`src/rtl/i2c_shift_pkg.sv`:
```
// Package: shared constants for the I2C byte shift register.
// Assumes the data width is a power of two so the bit counter wraps naturally.
package i2c_shift_pkg;
    localparam int DATA_W     = 8;
    localparam int LINE_COUNT = 2;   // index 0: clock line, index 1: data line
    localparam int LINE_SCL   = 0;
    localparam int LINE_SDA   = 1;
endpackage

```
`src/rtl/i2c_glitch_filter.sv`:
```
// Module: two-sample glitch filter for one bus line.
// The output takes the raw level only when the raw level matches the previous sample.
// Assumes raw_in is already synchronous to clk (done outside this block).
module i2c_glitch_filter #(
    parameter logic RST_LVL = 1'b1
) (
    input  logic clk,
    input  logic rst_n,
    input  logic raw_in,
    output logic filt_out
);
    logic hist_q;
    logic filt_q;

    // Keep the last sample; pass a level on once two samples agree.
    always_ff @(posedge clk) begin
        if (!rst_n) begin
            hist_q <= RST_LVL;
            filt_q <= RST_LVL;
        end else begin
            hist_q <= raw_in;
            if (raw_in == hist_q) begin
                filt_q <= raw_in;
            end
        end
    end

    assign filt_out = filt_q;

    // a change at the output always carries the raw level seen at that edge
    assert_filter_follow_R1: assert property (@(posedge clk) disable iff (!rst_n)
        !$stable(filt_out) |-> (filt_out == $past(raw_in)));
endmodule

```
`src/rtl/i2c_shift_strobe.sv`:
```
// Module: makes the one-clock shift strobe that follows a filtered clock rise.
// Assumes scl_f comes from a filter that resets to the released (high) level.
module i2c_shift_strobe (
    input  logic clk,
    input  logic rst_n,
    input  logic scl_f,
    output logic shift_stb
);
    logic scl_d_q;
    logic stb_q;

    // Delay the filtered clock and register the rise detection as the strobe.
    always_ff @(posedge clk) begin
        if (!rst_n) begin
            scl_d_q <= 1'b1;
            stb_q   <= 1'b0;
        end else begin
            scl_d_q <= scl_f;
            stb_q   <= scl_f & ~scl_d_q;
        end
    end

    assign shift_stb = stb_q;

    // every filtered clock rise is followed by a strobe one clock later
    assert_stb_after_rise_R2: assert property (@(posedge clk) disable iff (!rst_n)
        $rose(scl_f) |=> shift_stb);
    // the strobe never lasts two clocks
    assert_stb_single_R2: assert property (@(posedge clk) disable iff (!rst_n)
        shift_stb |=> !shift_stb);
endmodule

```
`src/rtl/i2c_shift_core.sv`:
```
// Module: byte register, bit counter, write gate and serial output.
// Assumes shift_stb is a one-clock pulse and sda_f/scl_f are filtered levels.
// The register itself has no reset; its value is undefined until loaded.
module i2c_shift_core #(
    parameter int DATA_W = 8
) (
    input  logic              clk,
    input  logic              rst_n,
    input  logic              enable,
    input  logic              busy,
    input  logic              start_ind,
    input  logic              cpu_we,
    input  logic [DATA_W-1:0] cpu_wdata,
    input  logic              shift_stb,
    input  logic              sda_f,
    input  logic              scl_f,
    output logic [DATA_W-1:0] cpu_rdata,
    output logic              sda_out,
    output logic              byte_done,
    output logic              wr_err
);
    localparam int CNT_W = (DATA_W > 1) ? $clog2(DATA_W) : 1;
    localparam logic [CNT_W-1:0] LAST_BIT = CNT_W'(DATA_W - 1);

    logic [DATA_W-1:0] data_q;
    logic [CNT_W-1:0]  cnt_q;
    logic              done_q;
    logic              err_q;
    logic              sdo_q;
    logic              wr_ok;
    logic              do_shift;

    assign wr_ok    = cpu_we & enable & ~busy;
    assign do_shift = shift_stb & enable;

    // Load from the CPU when allowed, otherwise shift on an enabled strobe.
    always_ff @(posedge clk) begin
        if (wr_ok) begin
            data_q <= cpu_wdata;
        end else if (do_shift) begin
            data_q <= {data_q[DATA_W-2:0], sda_f};
        end
    end

    // Count strobes within the byte and flag the last one.
    always_ff @(posedge clk) begin
        if (!rst_n) begin
            cnt_q  <= '0;
            done_q <= 1'b0;
        end else if (wr_ok || start_ind) begin
            cnt_q  <= '0;
            done_q <= 1'b0;
        end else if (do_shift) begin
            done_q <= (cnt_q == LAST_BIT);
            cnt_q  <= (cnt_q == LAST_BIT) ? '0 : cnt_q + 1'b1;
        end else begin
            done_q <= 1'b0;
        end
    end

    // Pulse the error flag for a write refused because a transfer is running.
    always_ff @(posedge clk) begin
        if (!rst_n) begin
            err_q <= 1'b0;
        end else begin
            err_q <= cpu_we & busy;
        end
    end

    // Update the serial output only while the filtered clock is low.
    always_ff @(posedge clk) begin
        if (!rst_n) begin
            sdo_q <= 1'b1;
        end else if (!scl_f) begin
            sdo_q <= data_q[DATA_W-1];
        end
    end

    assign cpu_rdata = data_q;
    assign sda_out   = sdo_q;
    assign byte_done = done_q;
    assign wr_err    = err_q;

    // the serial output never moves while the filtered clock was high
    assert_sdo_low_only_R4: assert property (@(posedge clk) disable iff (!rst_n)
        !$stable(sda_out) |-> !$past(scl_f));
    // the byte-done pulse only follows a strobe
    assert_done_after_stb_R7: assert property (@(posedge clk) disable iff (!rst_n)
        byte_done |-> $past(shift_stb));
    // the error pulse only follows a busy period
    assert_err_needs_busy_R6: assert property (@(posedge clk) disable iff (!rst_n)
        wr_err |-> $past(busy));
    // a refused write during a transfer leaves the register as the strobe path left it
    assert_busy_write_ignored_R6: assert property (@(posedge clk) disable iff (!rst_n)
        (cpu_we && busy && !shift_stb) |=> $stable(cpu_rdata));
endmodule

```
`src/rtl/i2c_byte_shifter.sv`:
```
// Module: top of the I2C byte shift register.
// Filters both bus lines, derives the shift strobe and drives the byte core.
// Assumes scl_in/sda_in are synchronous to clk; pad drivers live elsewhere.
module i2c_byte_shifter
    import i2c_shift_pkg::*;
#(
    parameter int DW = DATA_W
) (
    input  logic          clk,
    input  logic          rst_n,
    input  logic          enable,
    input  logic          busy,
    input  logic          start_ind,
    input  logic          scl_in,
    input  logic          sda_in,
    input  logic          cpu_we,
    input  logic [DW-1:0] cpu_wdata,
    output logic [DW-1:0] cpu_rdata,
    output logic          sda_out,
    output logic          shift_stb,
    output logic          byte_done,
    output logic          wr_err
);
    logic [LINE_COUNT-1:0] raw_v;
    logic [LINE_COUNT-1:0] filt_v;

    assign raw_v[LINE_SCL] = scl_in;
    assign raw_v[LINE_SDA] = sda_in;

    // One glitch filter per bus line.
    for (genvar g = 0; g < LINE_COUNT; g++) begin : g_filt
        i2c_glitch_filter #(.RST_LVL(1'b1)) u_filt (
            .clk      (clk),
            .rst_n    (rst_n),
            .raw_in   (raw_v[g]),
            .filt_out (filt_v[g])
        );
    end

    i2c_shift_strobe u_stb (
        .clk       (clk),
        .rst_n     (rst_n),
        .scl_f     (filt_v[LINE_SCL]),
        .shift_stb (shift_stb)
    );

    i2c_shift_core #(.DATA_W(DW)) u_core (
        .clk       (clk),
        .rst_n     (rst_n),
        .enable    (enable),
        .busy      (busy),
        .start_ind (start_ind),
        .cpu_we    (cpu_we),
        .cpu_wdata (cpu_wdata),
        .shift_stb (shift_stb),
        .sda_f     (filt_v[LINE_SDA]),
        .scl_f     (filt_v[LINE_SCL]),
        .cpu_rdata (cpu_rdata),
        .sda_out   (sda_out),
        .byte_done (byte_done),
        .wr_err    (wr_err)
    );
endmodule

```
`config.mk`:
```
export PLATFORM = sky130hd
export DESIGN_NAME = i2c_byte_shifter
export DESIGN_NICKNAME = d
export VERILOG_FILES = /design/src/rtl/i2c_shift_pkg.sv /design/src/rtl/i2c_glitch_filter.sv /design/src/rtl/i2c_shift_strobe.sv /design/src/rtl/i2c_shift_core.sv /design/src/rtl/i2c_byte_shifter.sv
export SDC_FILE = /design/constraint.sdc
export NUM_CORES = 1
export LEC_CHECK = 0
export BUFFER_PORTS_ARGS = -buffer_cell sky130_fd_sc_hd__buf_2
export CORE_MARGIN = 4
export CORE_UTILIZATION = 40
export CTS_CLUSTER_SIZE = 24
export DETAILED_ROUTE_END_ITERATION = 7
export HOLD_SLACK_MARGIN = 0.1
export PLACE_DENSITY_LB_ADDON = 0.05
export SLEW_MARGIN = 20
export SYNTH_ARGS = -nofsm -noshare
export SYNTH_HDL_FRONTEND = slang
export SYNTH_HIERARCHICAL = 1
export SYNTH_SLANG_ARGS = --single-unit
```
`constraint.sdc`:
```
create_clock -name clk -period 1.16 [get_ports clk]
set_clock_uncertainty 0.05 [all_clocks]
set_input_delay 0.174 -clock clk [delete_from_list [all_inputs] [get_ports clk]]
set_output_delay 0.174 -clock clk [all_outputs]
set_load 0.05 [all_outputs]
```
## Word-level counts from Yosys, hierarchy flattened

Cells that the tools add are included.

| operators by class | value |
|---|---|
| add/subtract/negate cells | 1 |
| multiply operators | 0 |
| div/mod/pow operators | 0 |
| $lt $le $gt $ge | 0 |
| equal/unequal tests | 3 |
| shifts and indexed selects | 0 |
| multiplexer cells | 3 |
| bitwise gates (word level) | 9 |
| reduce and logical (&&, ||, !) cells | 4 |

Operators by type and width:

| operator | number |
|---|---|
| 8-bit 2-to-1 mux | 2 |
| 1-bit AND | 5 |
| 1-bit NOT | 4 |
| 3-bit by 1-bit adder with 3-bit output, second input constant | 1 |
| 3-bit == test, second input constant | 1 |
| 3-bit 2-to-1 mux | 1 |
| 3-bit OR reduction | 1 |
| 1-bit == test | 2 |
| 2-bit nonzero test | 1 |
| 2-bit OR reduction | 1 |
| 1-bit logical OR | 1 |

| word-level totals | value |
|---|---|
| register bits | 20 |
| latch bits | 0 |
| RAM bits | 0 |
| ROM bits | 0 |
| bits of input ports | 16 |
| output and inout bits | 12 |
| word-level logic and storage cells | 31 |
| memories kept | 0 |

## Longest topological paths before layout

Gate-level depths: netlist of the first run.

| depth | value |
|---|---|
| depth in word-level cells | 4 |
| mapped depth | 4 |
| depth with buffers taken out | 4 |

## Modules after synthesis

The synthesis of the first run kept the hierarchy.

Modules (own cells, without submodules):

| module | times used | cells an instance | area each (um^2) | seq. area each (um^2) |
|---|---|---|---|---|
| i2c_shift_core | 1 | 43 | 641.9 | 360.3 |
| i2c_glitch_filter | 2 | 6 | 60.1 | 40.0 |
| i2c_shift_strobe | 1 | 4 | 55.1 | 40.0 |

## Worst setup path after synthesis of the first run

Ideal clock, no wire load.

| timing path | value |
|---|---|
| path type | register to register |
| start | register u_stb.stb_q (netlist: u_stb/shift_stb) |
| end | register u_core.data_q[0] (netlist: u_core/cpu_rdata[0]), enable pin |
| library setup time | 0.329 ns |
| arrival time | 1.106 ns |
| required time | 0.781 ns |
| path slack | -0.325 ns |
| stages on the path, launching flop included | 3 |
| path buffers | 0 |
| period minus slack after synthesis | 1.485 ns |
| cells stage by stage | dfxtp_1 -> nand2_1 -> nand2_1 |

| between the ends | value |
|---|---|
| longest elaborated chain between the ends | 2 |

Ends and longest elaborated chain:

| what | RTL line | text |
|---|---|---|
| start: declaration | i2c_shift_strobe.sv:10 | `logic stb_q;` |
| start signal: assignment | i2c_shift_strobe.sv:19 | `stb_q <= scl_f & ~scl_d_q;` |
| 1-bit AND | i2c_shift_core.sv:34 | `assign do_shift = shift_stb & enable;` |
| 2-bit nonzero test (no line) | -- |  |
| end signal: assignment | i2c_shift_core.sv:39 | `data_q <= cpu_wdata;` |
| end signal: assignment | i2c_shift_core.sv:41 | `data_q <= {data_q[DATA_W-2:0], sda_f};` |
| end: declaration | i2c_shift_core.sv:25 | `logic [DATA_W-1:0] data_q;` |

Every way passes these cells.
A chain may end at the register's enable or synchronous reset.

## Worst setup path in the final report of the first run

| timing path | value |
|---|---|
| start | register u_core.cnt_q[0] |
| end | register u_core.cnt_q[0] |

| between the ends | value |
|---|---|
| longest elaborated chain between the ends | 2 |
| elaborated cells on any way between the ends | 3 |
| those cells by class | 1 x add/sub; 1 x eq/ne; 1 x mux |

Ends and longest elaborated chain:

| what | RTL line | text |
|---|---|---|
| start: declaration | i2c_shift_core.sv:26 | `logic [CNT_W-1:0] cnt_q;` |
| start signal: assignment | i2c_shift_core.sv:55 | `cnt_q <= (cnt_q == LAST_BIT) ? '0 : cnt_q + 1'b1;` |
| 3-bit by 1-bit adder with 3-bit output / 3-bit == test (equally long branches) | i2c_shift_core.sv:55 |  |
| 3-bit 2-to-1 mux (*) | i2c_shift_core.sv:55 |  |

Mark *: on every way between the ends. The rest lies on a longest branch, timed or not.

==> results of run 1 <==
-- worst reg2reg max path, cell delays in order, from the launching register on --
cell and delay (ns):
sky130_fd_sc_hd__dfxtp_4 0.37, sky130_fd_sc_hd__ha_4 0.16, sky130_fd_sc_hd__ha_4 0.15, sky130_fd_sc_hd__nand4bb_1 0.19, sky130_fd_sc_hd__a211oi_2 0.19
-- cell type report --
type | instances | area, um2
well taps | 27 | 33.78
flip-flops and latches | 20 | 489.2
repair buffers | 36 | 266.5
clock buffers | 4 | 26.28
multi-input cells | 38 | 357.8
fillers | 169 | 768.2
-- flip-flops by register name, summed over array words and instances, names as in the netlist --
signal / flops
u_stb/shift_stb: 1
u_stb/scl_d_q: 1
u_core/cpu_rdata: 8
g_filt.u_filt/hist_q: 2
u_core/sda_out: 1
u_core/cnt_q: 3
g_filt.u_filt/filt_out: 2
u_core/byte_done: 1
u_core/wr_err: 1
-- power by group --
group / total (mW) / switching [mW] / internal (mW)
Combinational: 0.168 / 0.0864 / 0.0816
Sequential: 0.760 / 0.0121 / 0.748
Clock: 0.324 / 0.191 / 0.133
-- metrics by stage --
step	setup slack (ns)	instances	setup TNS [ns]
finish	-0.01539	125	-0.01539
global route	-0.06763	125	-0.1051
CTS	-0.04061	125	-0.04061
detailed placement	-0.08513	115	-0.08513
global placement	0.001236	115	0
floorplan	-0.07178	59	-0.5024
-- routing by layer --
metal  up-vias  routed length (um)  track usage (%)
met5         -                   0                0
met4         0                   0            5.106
li1        295                   -                -
met3         0                  87            4.225
met1       270                 650            15.44
met2        14                 730            18.80
-- cell usage in the layout, fill, tap and decap left out, drive strengths merged --
master / synthesis / routed
buf: 1 / 30
dfxtp: 12 / 12
mux2: 8 / 8
edfxtp: 8 / 8
clkbuf: 0 / 6
dlygate4sd3: 0 / 4
nand2b: 4 / 4
nand2: 3 / 3
a21bo: 3 / 3
a211oi: 3 / 3
nor2: 2 / 2
a21oi: 2 / 2
o21ai: 2 / 2
nand3: 2 / 2
ha: 2 / 2
and3b: 2 / 2
nand3b: 1 / 1
nor4b: 1 / 1
and3: 1 / 1
mux2i: 1 / 1
nand4bb: 1 / 1
-- cell families (layout without fill, tap and decap cells) --
group	count (synthesis)	count (layout)
DFF	20	20
and+or+nand+nor	17	17
buffers and inverters	1	40
muxes	9	9
AOI/OAI and AO/OA	10	10
adders and majority gates	2	2
-- how the worst max path moves through the flow --
stage / startpoint / to / slack, ns / cells after the start
after floorplan: u_core/cpu_rdata[0]$_DFFE_PP_ / u_core/cpu_rdata[1]$_DFFE_PP_ / -0.07 / 1
after global placement: u_core/cnt_q[0]$_SDFFE_PP0P_ / u_core/cnt_q[0]$_SDFFE_PP0P_ / 0.001 / 4
after detailed placement: u_core/cnt_q[0]$_SDFFE_PP0P_ / u_core/cnt_q[0]$_SDFFE_PP0P_ / -0.09 / 4
after CTS: u_core/cnt_q[0]$_SDFFE_PP0P_ / u_core/cnt_q[0]$_SDFFE_PP0P_ / -0.04 / 4
after global routing: u_core/cnt_q[0]$_SDFFE_PP0P_ / u_core/cnt_q[0]$_SDFFE_PP0P_ / -0.07 / 4
final: u_core/cnt_q[0]$_SDFFE_PP0P_ / u_core/cnt_q[0]$_SDFFE_PP0P_ / -0.02 / 4
-- what timing repair did --
| item | in CTS | in global routing |
|---|---|---|
| pin swaps | 3 | 1 |
| hold buffers | 4 | 0 |
| setup endpoints to repair | 6 | 14 |
| hold endpoints to repair | 7 | 0 |
| gates resized for setup | 11 | 21 |
| buffers inserted | 2 | 0 |
==> results by stage, run 1 <==
Critical path:
- Together, buffers and inverters on the worst path number 0.
- The reg-to-reg critical path endpoint is u_core/cnt_q[0]$_SDFFE_PP0P_.
- The cell with the largest stage delay on the worst path is sky130_fd_sc_hd__dfxtp_4.
- The largest fanout on the critical path is 3.
- The number of cells on the worst reg-to-reg path is 4.
- The startpoint identified for the worst register-to-register timing path is u_core/cnt_q[0]$_SDFFE_PP0P_.
- The type of destination of the critical path is a flip-flop.
- The critical path is of the reg -> reg type.
- The required time of the critical path is 1.31 ns.
- The critical path goes through ha_4 -> ha_4 -> nand4bb_1 -> a211oi_2.
- The flop-to-flop setup slack is -0.02 ns.
- In this design, the stage delay of the slowest critical-path cell is 0.37 ns.
- The arrival time of data at the critical path endpoint is 1.33 ns.
- The most numerous cell on the critical path is sky130_fd_sc_hd__ha_4.
- The family with the most delay on the worst path is flip-flops.
- The kind of start point of the critical path is a flip-flop.

Floorplanning:
- The core region is 0.001942 mm2.
- From bottom edge to top edge, the die measures 53.20 um.
- The floorplan has 16 rows.
- The effective utilization at floorplan is 42.07%.
- The die covers 0.002830 mm2.
- Pin placement for this block handled 28 I/O pins.
- The overall die width is 53.20 um.

Synthesis:
- After synthesis, the cell types taking the most area are sky130_fd_sc_hd__dfxtp_1 29%, sky130_fd_sc_hd__edfxtp_1 29%, sky130_fd_sc_hd__mux2_2 11%.
- The portion of synthesized area spent on multiplexers is 12.25%.
- Of the total synthesized cell area, the portion taken by XOR and XNOR cells is 0%.
- The distinct cell type count of the synthesized netlist is 20.
- The most common cell in the netlist is sky130_fd_sc_hd__dfxtp_1.
- The dominant combinational cell family by area after synthesis is simple AND/OR/NAND/NOR gates.
- The area share of the largest cell type after synthesis is 29.40%.
- The number of nets handed over by synthesis was 77.
- Of all flip-flops after synthesis, the portion carrying an async set or reset was 0%.
- The most used flip-flop cell after synthesis is sky130_fd_sc_hd__dfxtp_1.
- After synthesis, the mean cell area works out to 13.85 um2.
- In this run, synthesis produced a sequential element count of 20.
- Ranked by instance count, the synthesized netlist is headed by 12 x sky130_fd_sc_hd__dfxtp_1, 8 x sky130_fd_sc_hd__edfxtp_1, 8 x sky130_fd_sc_hd__mux2_2, 4 x sky130_fd_sc_hd__nand2b_1.
- The synthesized netlist devotes 15.62% of its cell area to simple gates.
- Summed over all instances, the cell type with the most area after synthesis is sky130_fd_sc_hd__dfxtp_1.
- The synthesized netlist devotes 3.063% of its cell area to adder and majority cells.
- The count of flip-flops with a built-in enable after synthesis is 8.
- The synthesized netlist devotes 8.882% of its cell area to compound gates.
- Sequential elements use 58.81% of the synthesized area.
- The cell count after synthesis came out at 59.
- The Yosys step of the flow raised 6 warnings.
- In this run the cell area of the synthesized design comes to 817.0 um2.

Route:
- After detailed routing, the average wire length per cell comes to 11.74 um.
- For this run, design rule violations remaining after detail routing come to 0.
- The total vias in the final route is 579.
- The violation count after the first detailed-route iteration is 4.
- The final wirelength is 1468 um.
- The number of antenna-violating nets in the routed design is 0.
- In the routed layout, each cell is associated on average with a via count of 4.632.
- The iteration count of the initial detailed-routing pass is 2.

CTS:
- The tree built by TritonCTS fans out to 20 sinks.
- After clock tree synthesis, the clock-pin slew on the worst setup and hold paths is 0.11 ns.
- The number of buffers created by CTS is 3.
- The TritonCTS clock tree is yes.
- The later pin in the worst-skew pair is clocked with a latency of 0.29 ns.
- The buffer levels on the longest clock path is 2.
- CTS built an H-tree with a depth of 1.
- The clock root buffer is sky130_fd_sc_hd__clkbuf_4.

Timing:
- At the pin with the least slew margin, the transition time is 0.2505 ns.
- The relative max-transition margin is 83.42%.
- Setup repair after global routing could not meet its margin everywhere.
- The post-route clock period utilization is 101.3%.
- The smallest clock period supported by the final layout is computed as 1.175 ns.
- The timing-limited maximum frequency is 0.8508 GHz.
- The max-slew violation total from the final report is 0.
- The final-layout worst hold slack is 0.1193 ns.
- The count of final hold-check violations is 0.
- The worst path setup slack after routing is -0.01539 ns.
- Setup violations remaining at the end of the flow were counted as 1.

Placement:
- The congestion estimate from routability-driven global placement came to 0.6908.
- In this run the tool buffered the top-level ports with 27 buffer cells.
- Once detailed placement completed, the half-perimeter wirelength came to 1097 um.
- In this run the cell area measured after placement is 0.001001 mm2.

Hold path:
- The worst min-delay path startpoint is cpu_we.
- The worst hold endpoint is u_core/wr_err$_SDFF_PN0_.
- In this run the worst hold path is classified as in -> reg.
- The depth of the worst hold-timing path is 2.

Power:
- The power density over the cells is 1067 mW/mm2.
- Summed over all cells, the static leakage comes to 0.4866 nW.
- The design draws 1.252 mW.
- The highest ir drop seen on vdd is 0.7606 mV.

Layout:
- Measured on the finished design, the core utilization comes to 60.44%.
- The fraction of layout instances using a drive strength above 1 is 57.14%.
- The area growth from synthesis to layout is 43.65%.
- The layout net count is 117.
- The antenna diode instance count is 0.
- The finished cells cover 0.001174 mm2.

Outcome:
- The run finished, with violations left.
- The checks that failed: setup timing.

Global routing:
- Global routing used 12.22% of the available tracks.
- The wire length of the first global-routing pass is 2449 um.
- The number of global-route vias before repair is 536.
- The number of antenna violations at the first check in global routing is 0.
- Entering global routing, the biggest net connects 12 pins.
- The total global routing overflow is 0.

Run:
- The total of max-cap violations is 0.
Power figures use the tool's default switching activity.
==> run 2: changes to the inputs <==
--- a/config.mk
+++ b/config.mk
@@ -7,7 +7,7 @@
 export LEC_CHECK = 0
 export BUFFER_PORTS_ARGS = -buffer_cell sky130_fd_sc_hd__buf_2
 export CORE_MARGIN = 4
-export CORE_UTILIZATION = 40
+export CORE_UTILIZATION = 30
 export CTS_CLUSTER_SIZE = 24
 export DETAILED_ROUTE_END_ITERATION = 7
 export HOLD_SLACK_MARGIN = 0.1
==> run 2 against run 1 <==
The run still ends with setup timing left; fmax is 0.59% higher; final cell count is 8.0% higher; die area is 28% higher; combinational power is 11% higher; count of clock-buffer cells in the layout is 1 lower.
==> results by stage, run 2 (synthesis results as in run 1) <==
Route:
- The violation count after the first detailed-route iteration is 4 (unchanged).
- The total vias in the final route is 628 (+8.5%).
- The final wirelength is 1791 um (+22%).
- The iteration count of the initial detailed-routing pass came to 2 (unchanged).
- The detail-routed net length per standard cell is 13.27 um (+13%).
- The average vias per placed instance came to 4.652 (+0.43%).
- The count of unresolved DRC violations after routing is 0 (unchanged).
- The number of antenna-violating nets in the routed design came to 0 (unchanged).

Power:
- The power share of the clock group is 37.4% (+12 points).
- The reported leakage power is 0.5318 nW (+9.3%).
- The highest ir drop seen on vdd is 0.9463 mV (+24%).
- The part of the total power dissipated in combinational logic is 12.2% (-1.2 points).
- The design internal power is 1.194 mW (+24%).
- The part of the total power dissipated in sequential elements is 50.3% (-10 points).
- The power density over the cells is 1191 mW/mm2 (+12%).
- The switching power was 322.5 uW (+12%).
- The net switching fraction of the power is 21.27% (-1.8 points).

Global routing:
- The total global routing overflow is 0 (unchanged).
- The wire length of the first global-routing pass is 2677 um (+9.3%).
- The number of antenna violations at the first check in global routing is 0 (unchanged).
- The number of global-route vias before repair came to 603 (+13%).
- The all-layer global routing usage was 10.27% (-1.9 points).
- The largest net degree at the start of global routing is 13 (+1).

CTS:
- The clock-pin slew reported for the worst setup and hold paths after clock tree synthesis was 0.11 ns (about the same).
- TritonCTS built the clock tree.
- The latest clock arrival within the worst-skew pair is 0.31 ns (+0.02 ns).
- The clock sink total is 20 (unchanged).
- The clock root buffer is sky130_fd_sc_hd__clkbuf_4.
- The depth of the CTS H-tree was 1 (unchanged).
- The buffer levels on the longest clock path is 2 (unchanged).
- The number of buffers created by CTS is 3 (unchanged).

Timing:
- The max-slew violation total from the final report was 0 (unchanged).
- The relative max-transition margin is 83.34% (about the same).
- The timing-limited maximum frequency is 0.8558 GHz (+0.59%).
- The time the worst path needs with I/O delays and setup is 1.168 ns (-0.006910 ns).
- The count of final hold-check violations was 0 (unchanged).
- The post-route clock period utilization came to 100.7% (-0.60 points).
- The final setup violation count is 1 (unchanged).
- Setup repair after global routing could not meet its margin everywhere.
- The slew at the pin closest to its max-slew limit is 0.2516 ns (+0.001127 ns).
- The total negative setup slack is -0.008480 ns (+0.006910 ns).
- The worst path setup slack after routing was -0.008480 ns (+0.006910 ns).

Layout:
- Leaving out fill and tap cells, the most frequent cells in the layout are 17 x sky130_fd_sc_hd__buf_2, 10 x sky130_fd_sc_hd__buf_4, 9 x sky130_fd_sc_hd__dfxtp_1.
- The layout net count came to 124 (+6.0%).
- The number of fill cells is 244 (+44%).
- The antenna diode instance count is 0 (unchanged).
- The area growth from synthesis to layout is 55.74%.
- The post-layout instance count excluding filler cells is 135 (+8.0%).
- The number of flip-flops in the largest register is 8 (unchanged).
- The final cell utilization of the core came to 50.00% (-10 points).
- The leading cell type in the layout, fill and taps excluded is sky130_fd_sc_hd__buf_2.
- The final cell area excluding filler cells was 0.001272 mm2 (+8.4%).
- The fraction of layout instances using a drive strength above 1 is 58.10% (+0.95 points).

Outcome:
- The flow ran to the end, but the final reports show violations.
- The checks that failed: setup timing.

Hold path:
- The path class of the tightest hold or removal check is in -> reg.

Critical path:
- The required time of the critical path is 1.34 ns (+0.03 ns).
- The worst setup path is captured at a flip-flop.
- Walking the worst path, the cells encountered are ha_4 -> ha_4 -> nand4bb_1 -> a211oi_2.
- The most numerous cell on the critical path is sky130_fd_sc_hd__ha_4.
- The cell with the largest stage delay on the worst path is sky130_fd_sc_hd__dfxtp_2.
- The family with the most delay on the worst path is flip-flops.
- The arrival time of data at the critical path endpoint is 1.34 ns (about the same).
- The worst setup path is launched from a flip-flop.
- The buffers plus inverters on the worst setup path was 0 (unchanged).
- The largest fanout on the critical path is 3 (unchanged).
- The worst setup path is of the reg -> reg kind.
- The delay contributed by the slowest stage of the critical path is 0.36 ns (about the same).

Floorplanning:
- The die height is 60.19 um (+13%).
- The effective utilization at floorplan is 32.10% (-10 points).
- The full die area was 0.003622 mm2 (+28%).
- The top-level port count came to 28 (unchanged).
- The total core area is 0.002545 mm2 (+31%).
- The cell row count was 18 (+2).
- The overall die width came to 60.19 um (+13%).

Placement:
- The half-perimeter wire length after placement is 1219 um (+11%).
- The cell area reported after detailed placement is 0.001012 mm2 (+1.1%).
- The number of cells in the design after placement was 119 (+3.5%).
- The count of input and output buffers is 27 (unchanged).
- The global placement routability congestion is 0.6790 (-1.7%).

Run:
- The total of max-cap violations is 0 (unchanged).
## run 2: power by group through the flow
stage               logic (mW)  clock network [mW]  registers [mW]
detailed placement       0.148                   0           0.778
floorplan               0.0504                   0           0.816
finish                   0.186               0.568           0.763
global route             0.198               0.617           0.766
global placement         0.146                   0           0.777
CTS                      0.166               0.584           0.762
## run 2: worst paths after layout
path / from / to / slack [ns] / cells after the start
setup / recovery: u_core/cnt_q[0]$_SDFFE_PP0P_ / u_core/cnt_q[0]$_SDFFE_PP0P_ / -0.008 / 4
hold / removal: cpu_wdata[5] / u_core/cpu_rdata[5]$_DFFE_PP_ / 0.12 / 2
setup reg to reg: u_core/cnt_q[0]$_SDFFE_PP0P_ / u_core/cnt_q[0]$_SDFFE_PP0P_ / -0.008 / 4
hold reg to reg: u_stb/scl_d_q$_SDFF_PN1_ / u_stb/shift_stb$_SDFF_PN0_ / 0.45 / 1
## run 2: metal layers
layer | routed length [um] | share of wire (%) | vias to the layer above | track usage (%)
met2 | 892 | 50 | 18 | 17.28
met3 | 133 | 7.4 | 4 | 4.752
met1 | 737 | 41 | 292 | 10.81
met5 | 0 | 0 | - | 0
met4 | 27 | 1.5 | 0 | 4.747
li1 | - | - | 314 | -
## run 2: per-stage QoR
stage	power (mW)	hold slack, ns	worst slack (ns)
2_1_floorplan	0.8664	0.1859	-0.07178
5_1_grt	1.581	0.1051	-0.04886
3_5_place_dp	0.9261	0.3262	-0.03173
3_3_place_gp	0.9232	0.3217	0.005472
6_report	1.516	0.1193	-0.008480
4_1_cts	1.513	0.1005	-0.004447
## run 2: cell type report
type,count,area [um2],share of cell area [%]
sequential,20,486.7,38.25
multi-input combinational,38,365.4,28.71
clock inverter,1,30.03,2.360
timing repair buffer,43,330.3,25.96
tap,30,37.54,2.950
clock buffer,3,22.52,1.770
## run 2: timing repair
| action | CTS | global route |
|---|---|---|
| pin swaps | 3 | 1 |
| buffers inserted | 2 | 2 |
| setup endpoints to repair | 10 | 11 |
| hold buffers | 3 | 5 |
| endpoints found under the hold margin | 5 | 5 |
| gates resized for setup | 17 | 12 |
==> run 3: changes to the inputs <==
--- a/config.mk
+++ b/config.mk
@@ -5,11 +5,11 @@
 export SDC_FILE = /design/constraint.sdc
 export NUM_CORES = 1
 export LEC_CHECK = 0
-export BUFFER_PORTS_ARGS = -buffer_cell sky130_fd_sc_hd__buf_2
 export CORE_MARGIN = 4
 export CORE_UTILIZATION = 30
 export CTS_CLUSTER_SIZE = 24
 export DETAILED_ROUTE_END_ITERATION = 7
+export DONT_BUFFER_PORTS = 1
 export HOLD_SLACK_MARGIN = 0.1
 export PLACE_DENSITY_LB_ADDON = 0.05
 export SLEW_MARGIN = 20
==> constraint.sdc (replaced) <==
create_clock -name clk -period 1.15 [get_ports clk]
set_clock_uncertainty 0.05 [all_clocks]
set_input_delay 0.1725 -clock clk [delete_from_list [all_inputs] [get_ports clk]]
set_output_delay 0.1725 -clock clk [all_outputs]
set_load 0.05 [all_outputs]
==> run 3 against run 2 <==
The run ends with hold timing, setup timing left; first-iteration DRC count grew to 2.5 times the previous value; highest routed layer unchanged; cell area shrank 3.8%; via count shrank 7.8%; fmax grew 1.5%; non-clock buffer count shrank 14; setup slack gained 0.0073 ns; sequential share of layout area grew 1.5 points; core utilization shrank 1.9 points; sequential power grew 0.9%; count of clock-buffer cells in the layout is the same; register-to-register slack is essentially flat.
==> results by stage, run 3 (synthesis results as in run 1) <==
Critical path:
- The setup path with the least slack is of type reg -> reg.
- The buffers plus inverters on the worst setup path is 0 (unchanged).
- The family with the most delay on the worst path is adder cells.
- The arrival time of data at the critical path endpoint is 1.32 ns (-0.02 ns).
- STA classifies the critical path endpoint as a flip-flop.
- In this run the critical register-to-register path is launched from u_core/cnt_q[0]$_SDFFE_PP0P_.
- The delay contributed by the slowest stage of the critical path is 0.36 ns (about the same).
- The largest fanout on the critical path came to 3 (unchanged).
- The flop-to-flop setup slack is -0.001 ns (about the same).
- The most numerous cell on the critical path is sky130_fd_sc_hd__ha_4.
- The required time of the critical path came to 1.32 ns (-0.02 ns).
- Among all stages on the critical path, the largest delay is contributed by sky130_fd_sc_hd__dfxtp_2.
- Walking the worst path, the cells encountered are ha_4 -> ha_4 -> nand3_2 -> a211oi_1.
- The worst setup path is launched from a flip-flop.
- The number of cells on the worst reg-to-reg path came to 4 (unchanged).
- In this run the critical register-to-register path is captured at u_core/cnt_q[2]$_SDFFE_PP0P_.

Layout:
- The final cell area excluding filler cells came to 0.001224 mm2 (-3.8%).
- The leading cell type in the layout, fill and taps excluded is sky130_fd_sc_hd__dlygate4sd3_1.
- In the layout the commonest cells are 12 x sky130_fd_sc_hd__dlygate4sd3_1, 9 x sky130_fd_sc_hd__dfxtp_1, 9 x sky130_fd_sc_hd__buf_6.
- The fraction of layout instances using a drive strength above 1 is 45.05% (-13 points).
- The antenna diode instance count is 0 (unchanged).
- From synthesis to final layout, the design area changed by 49.77%.
- The layout net count came to 110 (-11%).
- The number of flip-flops in the largest register was 8 (unchanged).

Route:
- The iteration count of the initial detailed-routing pass is 3 (+1).
- The count of unresolved DRC violations after routing is 0 (unchanged).
- The average vias per placed instance was 4.785 (+2.9%).
- The final wirelength is 1622 um (-9.4%).
- The detail-routed net length per standard cell came to 13.40 um (+1.0%).
- The number of antenna-violating nets in the routed design came to 0 (unchanged).
- The violation count after the first detailed-route iteration is 10 (+6).
- The total vias in the final route is 579 (-7.8%).

Timing:
- The timing-limited maximum frequency was 0.8687 GHz (+1.5%).
- The count of final hold-check violations is 2 (+2).
- The post-route clock period utilization is 100.1% (-0.63 points).
- The relative max-transition margin is 78.80% (-4.5 points).
- The max-slew violation total from the final report was 0 (unchanged).
- The final setup violation count is 1 (unchanged).
- The time the worst path needs with I/O delays and setup is 1.151 ns (-0.01729 ns).
- The slew at the pin closest to its max-slew limit is 0.3179 ns (+0.06633 ns).
- The worst path setup slack after routing is -0.001192 ns (+0.007288 ns).
- Setup repair after global routing could not meet its margin everywhere.
- The final-layout worst hold slack came to -0.03312 ns (-0.1525 ns).

Power:
- The highest ir drop seen on vdd is 1.111 mV (+17%).
- The power density over the cells is 1226 mW/mm2 (+2.9%).
- The reported leakage power is 0.4828 nW (-9.2%).

Floorplanning:
- The overall die width is 60.19 um (unchanged).
- The cell row count was 18 (unchanged).
- The total core area is 0.002545 mm2 (unchanged).
- The die height came to 60.19 um (unchanged).
- The effective utilization at floorplan came to 32.10% (unchanged).
- The top-level port count came to 28 (unchanged).
- The full die area is 0.003622 mm2 (unchanged).

CTS:
- The number of buffers created by CTS is 3 (unchanged).
- The clock-pin slew reported for the worst setup and hold paths after clock tree synthesis came to 0.11 ns (about the same).
- The TritonCTS clock tree is yes.
- The clock root buffer is sky130_fd_sc_hd__clkbuf_4.
- The depth of the CTS H-tree is 1 (unchanged).
- The latest clock arrival within the worst-skew pair is 0.30 ns (about the same).
- The buffer levels on the longest clock path is 2 (unchanged).
- The quantity of hold-fixing buffers added after cts is 13 (+10).
- The clock sink total is 20 (unchanged).

Hold path:
- The worst hold endpoint is u_core/cnt_q[2]$_SDFFE_PP0P_.
- In this run the most critical hold path is launched from enable.
- The depth of the worst hold-timing path is 2 (unchanged).
- The worst hold path belongs to the class in -> reg.

Global routing:
- The all-layer global routing usage is 10.02% (-0.25 points).
- The number of global-route vias before repair is 586 (-2.8%).
- The largest net degree at the start of global routing is 13 (unchanged).
- The wire length of the first global-routing pass was 2642 um (-1.3%).
- The total global routing overflow is 0 (unchanged).
- The number of antenna violations at the first check in global routing is 0 (unchanged).

Placement:
- The half-perimeter wire length after placement is 1166 um (-4.4%).
- The cell area reported after detailed placement is 944.7 um2 (-6.7%).
- The global placement routability congestion came to 0.6059 (-11%).
- The count of input and output buffers came to 0 (-100%).
- The setup slack after placement is -0.08031 ns (-0.04858 ns).

Outcome:
- The flow ran to the end, but the final reports show violations.
- The checks that failed: hold timing, setup timing.

Run:
- The total of max-cap violations is 0 (unchanged).
-- run 3: cell types whose count changed in the layout (fill, tap and decap cells not counted) --
| cell | change |
|---|---|
| sky130_fd_sc_hd__a211oi_1 | +1 |
| sky130_fd_sc_hd__a211oi_2 | -1 |
| sky130_fd_sc_hd__buf_2 | -17 |
| sky130_fd_sc_hd__buf_4 | -3 |
| sky130_fd_sc_hd__buf_6 | +1 |
| sky130_fd_sc_hd__dlygate4sd3_1 | +4 |
| sky130_fd_sc_hd__dlymetal6s4s_1 | +1 |
-- run 3: area by class of cell --
cell class,count,area [um2]
fill,240,1321
sequential,20,486.7
multi-input combinational,38,360.3
timing repair buffer,29,286.5
tap,30,37.54
clock inverter,1,30.03
clock buffer,3,22.52
-- run 3: worst max-delay path by stage --
stage                                          to  cells past startpoint                          start  slack (ns)
floorplan           u_core/cpu_rdata[1]$_DFFE_PP_                      1  u_core/cpu_rdata[0]$_DFFE_PP_       -0.08
global placement     u_core/cnt_q[0]$_SDFFE_PP0P_                      4   u_core/cnt_q[0]$_SDFFE_PP0P_      -0.006
detailed placement   u_core/cnt_q[0]$_SDFFE_PP0P_                      4   u_core/cnt_q[0]$_SDFFE_PP0P_       -0.08
CTS                  u_core/cnt_q[0]$_SDFFE_PP0P_                      4   u_core/cnt_q[1]$_SDFFE_PP0P_       -0.05
global route         u_core/cnt_q[0]$_SDFFE_PP0P_                      4   u_core/cnt_q[1]$_SDFFE_PP0P_       -0.08
finish               u_core/cnt_q[2]$_SDFFE_PP0P_                      4   u_core/cnt_q[0]$_SDFFE_PP0P_      -0.001
-- run 3: layer usage --
metal  global-route usage (%)  vias up  wire (um)
met5                        0        -          0
met4                    1.899        0         15
met3                    5.184        2        109
met2                    16.51       17        805
met1                    11.63      277        690
li1                         -      283          -
-- run 3: stage by stage --
step	TNS (ns)	power [mW]	utilization [%]	hold slack, ns	std cells
after floorplan	-0.5724	0.8739	-	0.1844	59
after global placement	-0.006235	0.8960	37.12	0.1877	101
after detailed placement	-0.08530	0.8972	37.12	0.1899	101
after CTS	-0.07724	1.522	46.26	-0.04374	120
after global routing	-0.2852	1.577	48.08	-0.05665	121
final	-0.001192	1.500	48.08	-0.03312	121
-- run 3: worst register-to-register path, delay by kind of cell (launching register included) --
family / cells / cell delay [ns]
simple gates: 1 / 0.04
fa+ha+maj: 2 / 0.42
compound gates: 1 / 0.21
flops: 1 / 0.36
-- run 3: power breakdown --
part	leakage [nW]	switching [mW]	internal [mW]
clock network	0.0279	0.217	0.352
registers	0.172	0.0128	0.757
logic	0.283	0.0776	0.0836
-- run 3: timing repair --
item / 4_1_cts / 5_1_grt
setup endpoints to repair: 5 / 13
hold endpoints to repair: 20 / 4
pin swaps: 3 / 3
setup buffers: 2 / 1
resized for setup: 8 / 10
